**src/rtl/fanout_pkg.sv**
```systemverilog
package fanout_pkg;
  localparam int unsigned WORD_W = 32;
  localparam int unsigned CMD_W  = 8;
  localparam logic [CMD_W-1:0] CMD_THROTTLE_ON  = 8'h01;
  localparam logic [CMD_W-1:0] CMD_THROTTLE_OFF = 8'h00;

  typedef struct packed {
    logic [WORD_W-1:0] data;
    logic              eof;
  } beat_t;
endpackage

```
**src/rtl/fanout_cmd_reg.sv**
```systemverilog
module fanout_cmd_reg
  import fanout_pkg::*;
#(
  parameter int unsigned CODE_W = CMD_W
) (
  input  logic              clk,
  input  logic              rst_n,
  input  logic              strobe,
  input  logic [CODE_W-1:0] code,
  output logic              enable
);
  localparam logic [CODE_W-1:0] SET_CODE = CODE_W'(CMD_THROTTLE_ON);
  localparam logic [CODE_W-1:0] CLR_CODE = CODE_W'(CMD_THROTTLE_OFF);

  logic en_q;

  always_ff @(posedge clk or negedge rst_n) begin
    if (!rst_n) begin
      en_q <= 1'b0;
    end else if (strobe) begin
      if (code == SET_CODE)      en_q <= 1'b1;
      else if (code == CLR_CODE) en_q <= 1'b0;
    end
  end

  assign enable = en_q;
endmodule

```
**src/rtl/fanout_link_track.sv**
```systemverilog
module fanout_link_track (
  input  logic clk,
  input  logic rst_n,
  input  logic accept,
  input  logic eof,
  input  logic link_up,
  output logic active
);
  logic open_q;
  logic active_q;
  logic starts_multi;

  assign starts_multi = accept & ~eof;

  always_ff @(posedge clk or negedge rst_n) begin
    if (!rst_n) begin
      open_q <= 1'b0;
    end else if (accept) begin
      open_q <= ~eof;
    end
  end

  always_ff @(posedge clk or negedge rst_n) begin
    if (!rst_n) begin
      active_q <= 1'b0;
    end else if (!open_q && !starts_multi) begin
      active_q <= link_up;
    end
  end

  assign active = active_q;
endmodule

```
**src/rtl/fanout_hold_merge.sv**
```systemverilog
module fanout_hold_merge #(
  parameter int unsigned N_SEC = 1
) (
  input  logic             pri_xoff,
  input  logic [N_SEC-1:0] sec_xoff,
  input  logic [N_SEC-1:0] sec_enable,
  input  logic [N_SEC-1:0] sec_active,
  input  logic [N_SEC-1:0] sec_up,
  output logic             hold
);
  logic [N_SEC-1:0] gated;

  for (genvar g = 0; g < N_SEC; g++) begin : g_gate
    assign gated[g] = sec_xoff[g] & sec_enable[g] & sec_active[g] & sec_up[g];
  end

  assign hold = pri_xoff | (|gated);
endmodule

```
**src/rtl/dual_link_fanout.sv**
```systemverilog
module dual_link_fanout
  import fanout_pkg::*;
#(
  parameter int unsigned DATA_W = WORD_W,
  parameter int unsigned CODE_W = CMD_W
) (
  input  logic              clk,
  input  logic              rst_n,
  input  logic              in_valid,
  input  logic [DATA_W-1:0] in_data,
  input  logic              in_eof,
  output logic              in_ready,
  output logic              daq_valid,
  output logic [DATA_W-1:0] daq_data,
  output logic              daq_eof,
  input  logic              daq_xoff,
  output logic              ftk_valid,
  output logic [DATA_W-1:0] ftk_data,
  output logic              ftk_eof,
  input  logic              ftk_xoff,
  input  logic              ftk_link_up,
  input  logic              cmd_strobe,
  input  logic [CODE_W-1:0] cmd_code,
  output logic              xoff_enable,
  output logic              ftk_active
);
  logic hold;
  logic accept;
  logic en;
  logic act;

  fanout_cmd_reg #(.CODE_W(CODE_W)) u_cmd (
    .clk    (clk),
    .rst_n  (rst_n),
    .strobe (cmd_strobe),
    .code   (cmd_code),
    .enable (en)
  );

  fanout_link_track u_track (
    .clk     (clk),
    .rst_n   (rst_n),
    .accept  (accept),
    .eof     (in_eof),
    .link_up (ftk_link_up),
    .active  (act)
  );

  fanout_hold_merge #(.N_SEC(1)) u_merge (
    .pri_xoff   (daq_xoff),
    .sec_xoff   (ftk_xoff),
    .sec_enable (en),
    .sec_active (act),
    .sec_up     (ftk_link_up),
    .hold       (hold)
  );

  assign in_ready    = ~hold;
  assign accept      = in_valid & ~hold;

  assign daq_valid   = accept;
  assign daq_data    = in_data;
  assign daq_eof     = in_eof;

  assign ftk_valid   = accept & act;
  assign ftk_data    = in_data;
  assign ftk_eof     = in_eof;

  assign xoff_enable = en;
  assign ftk_active  = act;
endmodule

```
**config.mk**
```make
export PLATFORM = sky130hd
export DESIGN_NAME = dual_link_fanout
export DESIGN_NICKNAME = d
export VERILOG_FILES = /design/src/rtl/fanout_pkg.sv /design/src/rtl/fanout_cmd_reg.sv /design/src/rtl/fanout_link_track.sv /design/src/rtl/fanout_hold_merge.sv /design/src/rtl/dual_link_fanout.sv
export SDC_FILE = /design/constraint.sdc
export NUM_CORES = 1
export LEC_CHECK = 0
export CAP_MARGIN = 20
export CELL_PAD_IN_SITES_DETAIL_PLACEMENT = 1
export CELL_PAD_IN_SITES_GLOBAL_PLACEMENT = 2
export CORE_MARGIN = 5
export CORE_UTILIZATION = 10
export DETAILED_ROUTE_END_ITERATION = 6
export PLACE_DENSITY_LB_ADDON = 0.1
export SYNTH_ARGS = -nofsm -noshare
export SYNTH_HDL_FRONTEND = slang
export SYNTH_SLANG_ARGS = --single-unit
```
**constraint.sdc**
```tcl
create_clock -name clk -period 1.7 [get_ports clk]
set_clock_uncertainty 0.1 [all_clocks]
set_input_delay 0.425 -clock clk [delete_from_list [all_inputs] [get_ports clk]]
set_output_delay 0.425 -clock clk [all_outputs]
set_load 0.01 [all_outputs]
```
After elaboration in Yosys (flattened, before gate mapping) --
Index checks and enable logic that the tools add are counted.
Word-level totals: bits in registers 3, output and inout port bits 71, word-level logic and storage cells 21, input bits 48
Cells by class: reductions and logical operators 6, equality and inequality tests 1, mux-type cells 2, bitwise operators 9
Operators with widths (number):
- 8-bit by 1-bit == test with 1-bit output (second input constant) | 1
- 8-bit zero test | 1
- 1-bit bitwise AND | 6
- 1-bit zero test | 2
- 1-bit 2-to-1 mux | 2
- 1-bit inverter | 2
- 2-bit AND reduction | 1
- 2-bit nonzero test | 1
- 1-bit logical AND | 1
- 1-bit bitwise OR | 1

Depth between registers and ports, before layout --
depth in word-level cells 9, depth in mapped cells 3, depth with buffers taken out 3

Cells and area by module --
From an unflattened synthesis, not the netlist that was laid out.
Unflattened totals: cells, all modules 81, area, all modules 676.9 um^2
By module, submodules not included:
- dual_link_fanout | area an instance 514.2 um^2, cells each 69, seq. area each 0.0 um^2, instances 1
- fanout_link_track | area an instance 81.3 um^2, cells each 6, seq. area each 50.0 um^2, instances 1
- fanout_cmd_reg | area an instance 71.3 um^2, cells each 5, seq. area each 25.0 um^2, instances 1
- fanout_hold_merge | area an instance 10.0 um^2, cells each 1, seq. area each 0.0 um^2, instances 1

Least setup slack after synthesis --
OpenSTA, ideal clock, no wires.
kind input to output, start in ftk_xoff, end out ftk_valid, cell stages on the path 3, path buffers 0, setup slack -64 ps, arrival 1239 ps, data required time 1175 ps, cell sequence and4_4 nor3_1 and2_1
Between the ends: longest elaborated chain between the ends 7
RTL lines:
- start, declared | RTL line dual_link_fanout.sv:20 | input logic ftk_xoff,
- 1-bit bitwise AND (3 in series) | RTL line fanout_hold_merge.sv:14 | assign gated[g] = sec_xoff[g] & sec_enable[g] & sec_active[g] & sec_up[g];
- 1-bit bitwise OR | RTL line fanout_hold_merge.sv:17 | assign hold = pri_xoff | (|gated);
- 1-bit inverter | RTL line dual_link_fanout.sv:59 | assign accept = in_valid & ~hold;
- 1-bit bitwise AND | RTL line dual_link_fanout.sv:59
- via daq_valid | RTL line dual_link_fanout.sv:13 | output logic daq_valid,
- 1-bit bitwise AND | RTL line dual_link_fanout.sv:65 | assign ftk_valid = accept & act;
- end, declared | RTL line dual_link_fanout.sv:17 | output logic ftk_valid,
The timed path passes the listed nets, and every way through them passes these cells.

Worst setup path after layout --
start reg u_cmd.en_q, in the netlist u_cmd.enable, end out ftk_valid
Between the ends: longest elaborated chain between the ends 7
RTL lines:
- start, declared | RTL line fanout_cmd_reg.sv:15 | logic en_q;
- start signal, assigned | RTL line fanout_cmd_reg.sv:19 | en_q <= 1'b0;
- start signal, assigned | RTL line fanout_cmd_reg.sv:21 | if (code == SET_CODE) en_q <= 1'b1;
- start signal, assigned | RTL line fanout_cmd_reg.sv:22 | else if (code == CLR_CODE) en_q <= 1'b0;
- 1-bit bitwise AND (3 in series) | RTL line fanout_hold_merge.sv:14
- 1-bit bitwise OR | RTL line fanout_hold_merge.sv:17
- 1-bit inverter | RTL line dual_link_fanout.sv:59
- 1-bit bitwise AND | RTL line dual_link_fanout.sv:59
- 1-bit bitwise AND | RTL line dual_link_fanout.sv:65
Every way passes these cells.

==> impl_results.md <==
- # nets final: 101
- Flops & latches, synth: 3
- Post-synthesis compound-gate area fraction: 1.69%
- Cell Area, Synth: between 600 and 700 µm²
- H-tree Lvls: 1
- GRT overflow: 0
- Mean Syn Cell Area: 8.13 µm²
- GRT Total Usage: 2.80%
- Area Overhead vs Synth: -10.9%
- DRC errors left: 0
- Number of hold violations in the final report: 0
- Setup violators final: 0
- Post-synthesis adder-cell area fraction: 0%
- Post-layout total power: roughly 0.41 mW
- Status: finished, final reports clean
- Reg2reg end: u_track.active$_DFFE_PN0P_
- Number of fill cells: 754
- RSZ-0062 raised after global routing: yes
- Die area: 8400 µm²
- Largest net degree at the start of global routing: 4
- R2R cell count: 4
- Initial antenna violation count: 0
- Rel. slew slack: between 80 and 90%
- Number of global-route vias before repair: around 400
- Max Cap Viol: 0
- I/O pin total: between 100 and 150
- Slew Viols, Final: 0
- CP endpoint kind: primary output
- Reg2Reg Setup Slack: 0.15 ns
- DR pass1 iterations: 2
- Starting Density: 10.4%
- Hold Crit Class: input port to asynchronous set/reset pin
- Detailed Route WL: 1080 µm
- Syn Nets: 130
- Port bufs: 22
- Rows: 29
- Synth Area in XOR/XNOR: 0%
- Clock-pin slew on the worst setup and hold paths: ~0.03 ns
- Skew-Pair Late Insertion Delay: 0.21 ns
- Min Hold Slack: 0.298 ns
- Number of library cell types mapped by synthesis: 14
- DR vias: approximately 280
- Reg2reg start: u_cmd.enable$_DFFE_PN0P_
- DR WL/cell: between 8 and 9 µm
- Max Freq: 594 MHz
- CTS sink count: 3
- DIE HEIGHT: 91.7 µm
- Seq/Total Area, Yosys: 11.3%
- Mux cell area share after synthesis: 4.88%
- Vias per cell: 2.16
- Die width: 91.7 µm
- CTS buffer count: 3
- Worst-margin pin slew: 0.224 ns
- Share of cells above drive strength 1: 46.2%
- Clock tree from TritonCTS: built
- Root Buffer Master: clkbuf_8
- Initial DRC count: 1
- RePlAce Congestion: 0.556
- CORE AREA: 6420 µm²
- Largest family of logic cells by synthesized area: buffers and inverters
- Max Buffers Root-to-Sink: 2
- First-pass GRT wire length: between 1500 and 2000 µm
- Required @ worst endpoint: between 1 and 1.5 ns
- Yosys warning count: 0
- Post-Synthesis Cells: 82
- Pwr dens: 685 nW/µm²
- Simple-gate area share of the yosys netlist: just under 7%
- Hold-fix buffers at CTS: 0
- Crit path max fanout: 3
- CP startpoint kind: flip-flop
- Peak VDD IR: 0.176 mV
- Diode count: 0
- DP HPWL: 906 µm
- Setup CP Type: flip-flop to primary output
- Leakage: 0.250 nW
- Post-DRT Antenna Nets: 0
- Dpl ws: -0.737 ns
- Final worst path period share: 99.0%
- Final worst path period need: 1.68 ns
- Setup ws final: 0.0162 ns
- Critical Path AT: 1.16 ns
## flip-flops by register name, summed over array words and instances, names as in the netlist
register and cells:
u_cmd.enable 1, u_track.active 1, u_track.open_q 1
## cell type report
| cell class | count | area, µm² | share of cell area [%] |
|---|---|---|---|
| repair buffers | 32 | 264 | 44.4 |
| multi-input cells | 11 | 106 | 17.9 |
| well taps | 77 | 96.3 | 16.2 |
| flip-flops and latches | 3 | 75.1 | 12.6 |
| clock buffers | 4 | 45.0 | 7.58 |
| inverters | 2 | 7.51 | 1.26 |
## Yosys cell counts
cell type,instances,area share (%)
buf_4,66,74
dfrtp_1,3,11
inv_1,2,1.1
and2_1,1,0.94
and4_4,1,1.7
mux2_1,1,1.7
mux2_2,1,1.7
mux2i_1,1,1.5
nand2_1,1,0.56
nor2_1,1,0.56
nor3_1,1,0.75
nor4_1,1,0.94
nor4b_1,1,1.3
o41a_1,1,1.7
## metal layers
metal,vias to the layer above,GRT usage (%),wire (µm),share of wire (%)
li1,131,-,-,-
met1,120,2.31,355,33
met2,21,3.96,503,47
met3,7,2.21,186,17
met4,0,3.14,34,3.2
met5,-,0,0,0
## kinds of logic after synthesis
logic type | after synthesis
flops | 3
mux | 3
buf+inv | 68
compound gates | 1
simple gates | 7
## how the worst max path moves through the flow
stage	startpoint	end	slack [ns]
detailed placement	ftk_link_up	ftk_valid	-0.74
finish	u_cmd.enable$_DFFE_PN0P_	ftk_valid	0.02
global placement	ftk_link_up	ftk_valid	-0.72
floorplan	ftk_xoff	ftk_valid	0.10
global route	u_cmd.enable$_DFFE_PN0P_	ftk_valid	-0.06
CTS	u_track.active$_DFFE_PN0P_	ftk_valid	-0.07
## where the power goes
group,switching [mW],internal (mW),leakage (nW)
clock network,0.0432,0.160,0.0228
logic,0.0403,0.0766,0.191
registers,0.00472,0.0826,0.0369
## layout by cell type (no fill, tap or decap)
cell	n
clkbuf_1	1
clkbuf_2	1
mux2_2	1
dlygate4sd2_1	6
o41a_1	1
mux2i_1	1
mux2_1	1
nor3_4	1
clkbuf_8	3
buf_2	4
nor4_1	1
inv_1	1
nand2_1	1
dfrtp_1	3
nor4b_2	1
and2_1	1
clkdlybuf4s50_1	10
inv_2	1
buf_4	10
clkdlybuf4s15_2	1
nor2_1	1
and4_4	1
## worst max-delay path, stage by stage, from the launching register on
cell and delay (ns):
dfrtp_1 0.37, and4_4 0.18, nor3_4 0.13, and2_1 0.14, buf_2 0.12
## timing repair
action                                  CTS  global route
buffers inserted                          1             3
endpoints found under the setup margin    8             4
pin swaps                                 3             3
resized for setup                        28             2
## stage by stage
stage                     cell area [µm²]  instances  TNS (ns)  utilization [%]
after floorplan                       672         82         0                -
after detailed placement              538        121     -3.21             8.38
after global placement                538        121     -3.16             8.38
final                                 594        129         0             9.25
after global routing                  594        129   -0.0584             9.25
after CTS                             571        126   -0.0722             8.88
No activity file was read; power rests on OpenSTA's default activity.
